## config.mk

```make
export PLATFORM = sky130hd
export DESIGN_NAME = rxq_ring_writer
export DESIGN_NICKNAME = d
export VERILOG_FILES = /design/src/rtl/rxq_pkg.sv /design/src/rtl/rxq_packer.sv /design/src/rtl/rxq_sticky.sv /design/src/rtl/rxq_ring_writer.sv
export SDC_FILE = /design/constraint.sdc
export NUM_CORES = 1
export LEC_CHECK = 0
export BUFFER_PORTS_ARGS = -buffer_cell sky130_fd_sc_hd__buf_2
export CAP_MARGIN = 25
export CORE_MARGIN = 10
export CORE_UTILIZATION = 24
export CTS_CLUSTER_DIAMETER = 200
export DETAILED_ROUTE_END_ITERATION = 10
export PLACE_DENSITY = 0.42
export SETUP_SLACK_MARGIN = 0.1
export SLEW_MARGIN = 0
export SYNTH_ARGS = -nofsm -noshare
export SYNTH_HDL_FRONTEND = slang
export SYNTH_SLANG_ARGS = --single-unit
```

## constraint.sdc

```tcl
create_clock -name clk -period 3.3 [get_ports clk]
set_input_delay 0.33 -clock clk [delete_from_list [all_inputs] [get_ports clk]]
set_output_delay 0.33 -clock clk [all_outputs]
set_load 0.02 [all_outputs]
```

## src/rtl/rxq_pkg.sv

```systemverilog
package rxq_pkg;
   localparam int LEN_W = 11;
   localparam int CLS_W = 9;
   localparam int STS_N = 3;
   localparam int STS_RCV = 0;
   localparam int STS_OVR = 1;
   localparam int STS_BNA = 2;

   typedef enum logic [2:0] {
      ST_IDLE,
      ST_FETCH,
      ST_FWAIT,
      ST_READY,
      ST_RECV,
      ST_FLUSH,
      ST_STAT,
      ST_OWN
   } wr_state_e;
endpackage

```

## src/rtl/rxq_packer.sv

```systemverilog
module rxq_packer #(
   parameter int BUF_BYTES = 1536,
   localparam int CW = $clog2(BUF_BYTES + 1),
   localparam int WIW = CW - 2
) (
   input  logic           clk,
   input  logic           rst_n,
   input  logic           start,
   input  logic           byte_vld,
   input  logic [7:0]     byte_in,
   output logic           word_vld,
   output logic [31:0]    word_out,
   output logic [WIW-1:0] word_idx,
   output logic           part_vld,
   output logic [31:0]    part_word,
   output logic [WIW-1:0] part_idx,
   output logic [CW-1:0]  len
);
   logic [CW-1:0] cnt;
   logic [CW-1:0] pos;
   logic [31:0]   sh;
   logic [31:0]   sh_nxt;
   logic [1:0]    lane;
   logic          take;

   always_comb begin
      pos    = start ? '0 : cnt;
      lane   = pos[1:0];
      take   = byte_vld && (start || (cnt < CW'(BUF_BYTES)));
      sh_nxt = start ? '0 : sh;
      sh_nxt[8*lane +: 8] = byte_in;
   end

   always_ff @(posedge clk) begin
      if (!rst_n) begin
         cnt      <= '0;
         sh       <= '0;
         word_vld <= 1'b0;
         word_out <= '0;
         word_idx <= '0;
      end else begin
         word_vld <= 1'b0;
         if (take) begin
            cnt <= pos + CW'(1);
            sh  <= sh_nxt;
            if (lane == 2'd3) begin
               word_vld <= 1'b1;
               word_out <= sh_nxt;
               word_idx <= pos[CW-1:2];
            end
         end
      end
   end

   for (genvar l = 0; l < 4; l++) begin : g_lane
      assign part_word[8*l +: 8] = (cnt[1:0] > 2'(l)) ? sh[8*l +: 8] : 8'h00;
   end

   assign part_vld = (cnt[1:0] != 2'd0);
   assign part_idx = cnt[CW-1:2];
   assign len      = cnt;
endmodule

```

## src/rtl/rxq_sticky.sv

```systemverilog
module rxq_sticky #(
   parameter int N = 3
) (
   input  logic         clk,
   input  logic         rst_n,
   input  logic [N-1:0] set,
   input  logic [N-1:0] clr,
   output logic [N-1:0] q
);
   for (genvar i = 0; i < N; i++) begin : g_bit
      always_ff @(posedge clk) begin
         if (!rst_n)      q[i] <= 1'b0;
         else if (set[i]) q[i] <= 1'b1;
         else if (clr[i]) q[i] <= 1'b0;
      end
   end
endmodule

```

## src/rtl/rxq_ring_writer.sv

```systemverilog
module rxq_ring_writer
   import rxq_pkg::*;
#(
   parameter int AW        = 12,
   parameter int BUF_BYTES = 1536,
   parameter int MAX_DESC  = 1024
) (
   input  logic             clk,
   input  logic             rst_n,
   input  logic             rx_en,
   input  logic [AW-1:0]    ring_base,
   input  logic             in_valid,
   input  logic             in_sof,
   input  logic             in_eof,
   input  logic [7:0]       in_data,
   input  logic [CLS_W-1:0] in_match,
   input  logic [STS_N-1:0] sts_clr,
   output logic [STS_N-1:0] sts,
   output logic             mem_en,
   output logic             mem_we,
   output logic [AW-1:0]    mem_addr,
   output logic [31:0]      mem_wdata,
   input  logic [31:0]      mem_rdata
);
   localparam int CW  = $clog2(BUF_BYTES + 1);
   localparam int WIW = CW - 2;
   localparam int IW  = $clog2(MAX_DESC);

   if (BUF_BYTES < 4 || BUF_BYTES % 4 != 0 || BUF_BYTES > 2047) begin : g_bad_buf
      $error("BUF_BYTES must be a multiple of 4 between 4 and 2044");
   end
   if (MAX_DESC < 2 || MAX_DESC > 1024) begin : g_bad_desc
      $error("MAX_DESC must lie between 2 and 1024");
   end
   if (AW < 4 || AW > 30) begin : g_bad_aw
      $error("AW must lie between 4 and 30");
   end

   wr_state_e        st, st_n;
   logic [AW-1:0]    ptr;
   logic [IW-1:0]    idx;
   logic [31:0]      w0;
   logic [CLS_W-1:0] match_q;
   logic [AW-1:0]    buf_w;
   logic             wrap_now;
   logic [STS_N-1:0] sts_set;

   logic             pk_start, pk_vld, pk_wv, pk_pv;
   logic [31:0]      pk_word, pk_part;
   logic [WIW-1:0]   pk_wi, pk_pi;
   logic [CW-1:0]    pk_len;

   rxq_packer #(.BUF_BYTES(BUF_BYTES)) u_pack (
      .clk(clk), .rst_n(rst_n), .start(pk_start), .byte_vld(pk_vld),
      .byte_in(in_data), .word_vld(pk_wv), .word_out(pk_word),
      .word_idx(pk_wi), .part_vld(pk_pv), .part_word(pk_part),
      .part_idx(pk_pi), .len(pk_len)
   );

   rxq_sticky #(.N(STS_N)) u_sts (
      .clk(clk), .rst_n(rst_n), .set(sts_set), .clr(sts_clr), .q(sts)
   );

   assign buf_w    = w0[AW+1:2];
   assign wrap_now = w0[1] || (idx == IW'(MAX_DESC - 1));

   always_comb begin
      st_n      = st;
      mem_en    = 1'b0;
      mem_we    = 1'b0;
      mem_addr  = ptr;
      mem_wdata = '0;
      pk_start  = 1'b0;
      pk_vld    = 1'b0;
      sts_set   = '0;
      sts_set[STS_OVR] = rx_en && in_valid && in_sof && (st != ST_READY);
      unique case (st)
         ST_IDLE:  if (rx_en) st_n = ST_FETCH;
         ST_FETCH: begin
            mem_en = 1'b1;
            st_n   = ST_FWAIT;
         end
         ST_FWAIT: begin
            if (mem_rdata[0]) begin
               sts_set[STS_BNA] = 1'b1;
               st_n = ST_FETCH;
            end else begin
               st_n = ST_READY;
            end
         end
         ST_READY: begin
            if (in_valid && in_sof) begin
               pk_start = 1'b1;
               pk_vld   = 1'b1;
               st_n     = in_eof ? ST_FLUSH : ST_RECV;
            end
         end
         ST_RECV: begin
            pk_vld = in_valid;
            if (in_valid && in_eof) st_n = ST_FLUSH;
            if (pk_wv) begin
               mem_en    = 1'b1;
               mem_we    = 1'b1;
               mem_addr  = buf_w + AW'(pk_wi);
               mem_wdata = pk_word;
            end
         end
         ST_FLUSH: begin
            if (pk_wv) begin
               mem_en    = 1'b1;
               mem_we    = 1'b1;
               mem_addr  = buf_w + AW'(pk_wi);
               mem_wdata = pk_word;
            end else if (pk_pv) begin
               mem_en    = 1'b1;
               mem_we    = 1'b1;
               mem_addr  = buf_w + AW'(pk_pi);
               mem_wdata = pk_part;
            end
            st_n = ST_STAT;
         end
         ST_STAT: begin
            mem_en    = 1'b1;
            mem_we    = 1'b1;
            mem_addr  = ptr + AW'(1);
            mem_wdata = {match_q, 12'h000, LEN_W'(pk_len)};
            st_n      = ST_OWN;
         end
         ST_OWN: begin
            mem_en    = 1'b1;
            mem_we    = 1'b1;
            mem_wdata = w0 | 32'h1;
            sts_set[STS_RCV] = 1'b1;
            st_n      = ST_FETCH;
         end
         default: st_n = ST_IDLE;
      endcase
      if (!rx_en) st_n = ST_IDLE;
   end

   always_ff @(posedge clk) begin
      if (!rst_n) begin
         st      <= ST_IDLE;
         ptr     <= '0;
         idx     <= '0;
         w0      <= '0;
         match_q <= '0;
      end else begin
         st <= st_n;
         if (!rx_en || st == ST_IDLE) begin
            ptr <= ring_base;
            idx <= '0;
         end else if (st == ST_OWN) begin
            if (wrap_now) begin
               ptr <= ring_base;
               idx <= '0;
            end else begin
               ptr <= ptr + AW'(2);
               idx <= idx + IW'(1);
            end
         end
         if (st == ST_FWAIT && !mem_rdata[0]) w0 <= mem_rdata;
         if (in_valid && in_eof &&
             ((st == ST_READY && in_sof) || st == ST_RECV))
            match_q <= in_match;
      end
   end
endmodule

```

==> impl_metrics.toml, run 1 <==
[run_status]
run_status = "finished, final reports clean"

[sta]
hold_ws_ns = 0.129
tightest_slew_ns = 0.974
fin_ws_ns = 0.144
max_freq_ghz = 0.317
period_share = 0.956
slew_headroom = 0.348
setup_viol_count_final = 0
fin_setup_tns_ns = 0
worst_clock_skew_ns = 0.0148
grt_setup_unrepaired = "true"
fin_crit_ns = 3.16
hold_viol = 0
maxSlewViolCount = 0

[routing]
drtPass1Iterations = 5
drt-initial-drc-count = 624
drc = 0
ant_nets = 0
vias = 8530
viasPerCell = 5.07
wl_per_cell_um = 20.4
routed_wl_um = 34200

[setup_path]
path_cells = "ha_1 > a211oi_1 > o21bai_2 > a2111oi_1 > nor3_1 > mux2i_1 > o221ai_2 > buf_2"
critPathMaxStageDelay_ns = 0.43
cp_data_required_time_ns = 2.97
crit_path_max_fanout = 6
crit_family = "compound AO/OA/AOI/OAI gates"
crit_arrival_ns = 2.83
critical_path_class = "reg -> out"
slowest_stage = "dfxtp_2"
crit_buf_inv = 1
critPathCaptureType = "output port"
startpoint_type = "flip-flop"

[grt]
grt-ovfl-total = 0
grt_pass1_vias = 8327
grt_use_total = 0.149
grt_start_max_net_pins = 50
grt_pass1_wl_um = 51500
antenna_found_initial = 0

[yosys]
synth.top_cells.by_count = "201 x nand2_1, 153 x dfxtp_1, 68 x o211a_1, 60 x o21ai_0, 52 x nor2_1"
ys_warn_count = 0
ys_types = 68
synth_area_leader_cell = "dfxtp_1"
syn-num-nets = 1203
synth_area_um2 = 8930
syn_inst = 1104
synth_edf_count = 0
synthArstFlopShare = 0
synth_area_leaders = "dfxtp_1 34%, nand2_1 8.4%, o211a_1 7.6%"
ys.flop_type = "dfxtp_1"
synth.most_common_cell = "nand2_1"
avgSynthCellArea_um2 = 8.09
ys_seq_area_frac = 0.343
synth_seq_cells = 153
synth_top_area_frac = 0.343

[die]
dieArea_um2 = 45300
core-area_um2 = 36700
fp.dieH_um = 213
die_w_um = 213
io_pins = 119
start_util = 0.243
fp-row-count = 70

[placement]
place_ws_ns = 0.232
hpwl_um = 25500
globalplace.congestion = 0.850
numPortBuffers = 118

[finish]
n_antenna_cell = 0
multi_input_area_um2 = 5570
post-route-util = 0.296
n_fill_cell = 4026
num-nets-final = 1300
seq_area_um2 = 3070
area_growth_syn_to_layout_pct = 21.4
drive_gt1_frac = 0.190

[clock_network]
cts_max_path_buffers = 2
hold_buffers = 0
insertion_delay_ns = 0.44
cts_tree = "built"
htree_levels = 4
cts.sinks = 153
clock-root-buffer = "clkbuf_16"
numCtsBuffers = 17
clkTransAtPathRegs_ns = 0.07

[worst_hold_path]
hp-class = "in -> reg"

[run]
max_cap_violations = 0

[power_and_ir_drop]
p_leak_uw = 0.00482
ir_drop_v = 0.000328
power.density_nw_per_um2 = 393
-- metal layers --
metal | global-route usage | share of wire | routed length [um] | up-vias
met4 | 0.0342 | 0.011 | 372 | 0
met5 | 0 | 0 | 0 | -
li1 | - | - | - | 4182
met2 | 0.241 | 0.47 | 16100 | 195
met3 | 0.0315 | 0.050 | 1700 | 24
met1 | 0.199 | 0.47 | 16100 | 4129
-- worst paths after layout --
check / slack (ns) / startpoint / end / cells past startpoint
hold / removal: 0.13 / mem_rdata[17] / w0[17] / 3
hold reg to reg: 0.46 / w0[15] / w0[15] / 2
setup reg to reg: 0.61 / st[1] / u_pack.sh[12] / 10
setup / recovery: 0.14 / w0[3] / mem_addr[7] / 8
-- worst reg2reg max path: stages, from the launching register on --
cell and delay, ns:
dfxtp_2 0.51, nand3b_2 0.12, or2_1 0.26, and2_1 0.22
ha_1 0.35, nor2_1 0.16, nand2_1 0.07, nor2_1 0.49
a22oi_1 0.20, nand2_1 0.12, o211a_1 0.14
-- where the power goes --
part,total (uW),switching [uW],internal (uW)
sequential,1900,31.6,1870
combinational,302,183,120
clock,2060,891,1170
-- per-stage QoR --
stage	power (uW)	area (um2)	cells
floorplan	2090	8930	1104
global placement	2240	10100	1647
detailed placement	2240	10100	1647
CTS	4310	10800	1679
global route	4420	10800	1682
finish	4260	10800	1682
-- layout make-up --
type                       instances  share of cell area
clock inverter                    11              0.0126
clock buffer                      21              0.0424
multi-input combinational        850               0.514
tap                              468              0.0540
inverter                          19             0.00658
sequential                       153               0.283
timing repair buffer             160              0.0874
-- state kept, by name, summed over array words and instances (netlist names), 9 cells and up --
| signal | flops |
|---|---|
| idx | 10 |
| match_q | 9 |
| ptr | 12 |
| u_pack.len | 11 |
| u_pack.sh | 32 |
| u_pack.word_idx | 9 |
| u_pack.word_out | 32 |
| w0 | 31 |
-- timing repair --
action	in CTS	in global routing
setup buffers	0	2
setup endpoints to repair	12	11
resized for setup	16	24
pin swaps	1	5
-- cell usage in the layout, fill, tap and decap left out, types with 8 or more instances in the layout --
cell / Yosys / layout
nand2_1: 201 / 201
dfxtp_1: 153 / 147
buf_2: 25 / 116
o211a_1: 68 / 68
o21ai_0: 60 / 55
nor2_1: 52 / 51
a21boi_0: 47 / 47
a21oi_1: 46 / 46
a22oi_1: 44 / 44
buf_4: 4 / 41
nand3_1: 30 / 30
mux2i_1: 26 / 26
ha_1: 27 / 25
and2_1: 25 / 23
xnor2_1: 19 / 19
inv_1: 18 / 18
nor3_1: 21 / 18
clkbuf_16: 0 / 17
nor2b_1: 16 / 15
xor2_1: 15 / 15
and3_1: 16 / 14
o22ai_1: 14 / 14
nand4_1: 10 / 10
a21o_1: 9 / 9
nor3b_1: 8 / 8
-- kinds of logic after synthesis --
| family | count (synthesis) | share of synthesized area |
|---|---|---|
| DFF | 153 | 0.343 |
| AOI/OAI and AO/OA | 355 | 0.292 |
| adders and majority gates | 29 | 0.0423 |
| and+or+nand+nor | 406 | 0.212 |
| xor gates and xnor gates | 34 | 0.0333 |
| muxes | 26 | 0.0291 |
| buffers and inverters | 101 | 0.0476 |
Power figures use the tool's default switching activity.
==> run 2, diff against run 1 <==
--- a/config.mk
+++ b/config.mk
@@ -7,2 +7,3 @@
 export LEC_CHECK = 0
+export ABC_AREA = 1
 export BUFFER_PORTS_ARGS = -buffer_cell sky130_fd_sc_hd__buf_2
==> constraint.sdc (replaced) <==
create_clock -name clk -period 3.3 [get_ports clk]
set_input_delay 0 -clock clk [delete_from_list [all_inputs] [get_ports clk]]
set_output_delay 0 -clock clk [all_outputs]
set_load 0.02 [all_outputs]
==> impl_metrics.toml, run 2 <==
[run_status]
run_status = "finished, final reports clean"

[finish]
final_cell_mix = "229 x nand2_1, 190 x nor2_1, 184 x o21ai_0"
largestRegisters = "u_pack.sh: 32 flops, u_pack.word_out: 32 flops, w0: 31 flops"
drive_gt1_frac = 0.128
final_area_um2 = 11300
num-nets-final = 1601
area_growth_syn_to_layout_pct = 26.7
n_fill_cell = 4096
mostFrequentLayoutCell = "nand2_1"
n_antenna_cell = 0

[power_and_ir_drop]
power_uw = 4440
ir_drop_v = 0.000354
p_leak_uw = 0.00474
power.density_nw_per_um2 = 393

[die]
io_pins = 119
start_util = 0.243
fp-row-count = 70
fp.dieH_um = 213
die_w_um = 213
dieArea_um2 = 45200
core-area_um2 = 36600

[clock_network]
cts.sinks = 153
insertion_delay_ns = 0.45
cts_tree = "built"
clkTransAtPathRegs_ns = 0.08
htree_levels = 4
cts_max_path_buffers = 2
clock-root-buffer = "clkbuf_16"
numCtsBuffers = 17

[sta]
tightest_slew_ns = 0.927
worst_clock_skew_ns = 0.0147
grt_setup_unrepaired = "true"
hold_viol = 0
period_share = 0.868
max_freq_ghz = 0.349
setup_viol_count_final = 0
fin_ws_ns = 0.436
maxSlewViolCount = 0
fin_setup_tns_ns = 0
slew_headroom = 0.378
fin_crit_ns = 2.86
hold_ws_ns = 0.0183

[routing]
vias = 9617
drt-initial-drc-count = 573
drc = 0
viasPerCell = 4.85
wl_per_cell_um = 17.9
ant_nets = 0
drtPass1Iterations = 5
routed_wl_um = 35400

[setup_path]
cp_data_required_time_ns = 3.64
r2r-end = "u_pack.word_idx[1]"
startpoint_type = "flip-flop"
rr_worst_depth = 11
critical_path_class = "reg -> reg"
crit_path_max_fanout = 34
r2r-start = "st[2]"
critPathCaptureType = "flip-flop"
r2r_setup_slack_ns = 0.44
crit_arrival_ns = 3.21

[yosys]
ys_seq_area_frac = 0.344
ys_warn_count = 0
synth_area_leaders = "dfxtp_1 34%, o21ai_0 10%, nand2_1 9.6%"
syn-num-nets = 1442
synth_area_leader_cell = "dfxtp_1"
ys_types = 43
synth_seq_cells = 153
synth.most_common_cell = "nand2_1"
synth_area_um2 = 8910
synth_top_area_frac = 0.344
synth_edf_count = 0
syn_inst = 1343
synthArstFlopShare = 0
avgSynthCellArea_um2 = 6.63
ys.flop_type = "dfxtp_1"
synth.top_cells.by_count = "229 x nand2_1, 190 x nor2_1, 184 x o21ai_0, 153 x dfxtp_1, 115 x inv_1"

[worst_hold_path]
min_from = "rst_n"
hp-class = "in -> reg"
holdPathEnd = "ptr[4]"
hold_depth = 3

[run]
max_cap_violations = 0

[grt]
grt_start_max_net_pins = 67
grt_pass1_vias = 9485
antenna_found_initial = 0
grt_pass1_wl_um = 54900
grt_use_total = 0.156
grt-ovfl-total = 0

[placement]
place_ws_ns = 0.384
numPortBuffers = 118
hpwl_um = 26600
globalplace.congestion = 0.871
post_dp_cell_area_um2 = 9960
[run 2: cell count changes after synthesis, moves of 28 or more]
| cell | change |
|---|---|
| inv_1 | +97 |
| o211a_1 | -68 |
| o21ai_0 | +124 |
| nand2_1 | +28 |
| nand3_1 | +56 |
| a21boi_0 | -45 |
| nor2_1 | +138 |
| a21oi_1 | +63 |
[run 2: what timing repair did]
item | in CTS | in global routing
gates resized for setup | 0 | 2
setup buffers | 0 | 0
setup endpoints to repair | 0 | 6
hold endpoints to repair | 74 | 0
hold buffers | 67 | 0
[run 2: layout make-up]
class                           instances  area (um2)  share of cell area
Clock buffer                           18         439              0.0389
Inverter                              124         469              0.0416
Timing Repair Buffer                  206        1430               0.127
Sequential cell                       153        3060               0.271
Clock inverter                         14         206              0.0183
Tap cell                              468         586              0.0519
Multi-Input combinational cell       1000        5090               0.451
[run 2: worst max path at each step]
stage               slack [ns]  startpoint                   to
floorplan                 0.71       st[0]  u_pack.word_out[23]
global placement          0.43       st[0]  u_pack.word_out[26]
detailed placement        0.38       st[0]  u_pack.word_out[31]
CTS                       0.21       st[1]        mem_wdata[10]
global route              0.09       st[2]  u_pack.word_out[26]
finish                    0.44       st[2]   u_pack.word_idx[1]
[run 2: power breakdown]
group / leakage, uW / total (uW) / switching (uW) / internal (uW)
clock: 0.000317 / 2200 / 946 / 1250
combinational: 0.00319 / 337 / 188 / 149
sequential: 0.00124 / 1910 / 36.8 / 1870
[run 2: routing by layer]
layer	GRT usage	part of all wire	vias up
met1	0.197	0.45	4494
met3	0.0328	0.049	31
met2	0.263	0.49	223
li1	-	-	4869
met5	0	0	-
met4	0.0453	0.019	0
[run 2: worst max-delay path, cell delays in order, from the launching register on]
cell and delay [ns]:
dfxtp_1 0.44, inv_2 0.15, nand3_2 0.27, nand2_2 0.23
inv_2 0.24, ha_1 0.21, inv_1 0.07, nor2_4 0.10
buf_4 0.33, clkinv_1 0.41, nor2_1 0.21, nor2_1 0.06
[run 2: metrics by stage]
step / cells / util
final: 1983 / 0.308
after global routing: 1983 / 0.308
after detailed placement: 1884 / 0.272
after CTS: 1983 / 0.308
after floorplan: 1343 / -
after global placement: 1884 / 0.272
[run 2: cell families after synthesis]
| group | Yosys count | synth area share |
|---|---|---|
| AND/OR/NAND/NOR | 569 | 0.268 |
| AO/OA/AOI/OAI | 386 | 0.245 |
| buffers and inverters | 190 | 0.0848 |
| flip-flops | 153 | 0.344 |
| adder cells (fa/ha/maj) | 29 | 0.0424 |
| XOR/XNOR | 16 | 0.0157 |
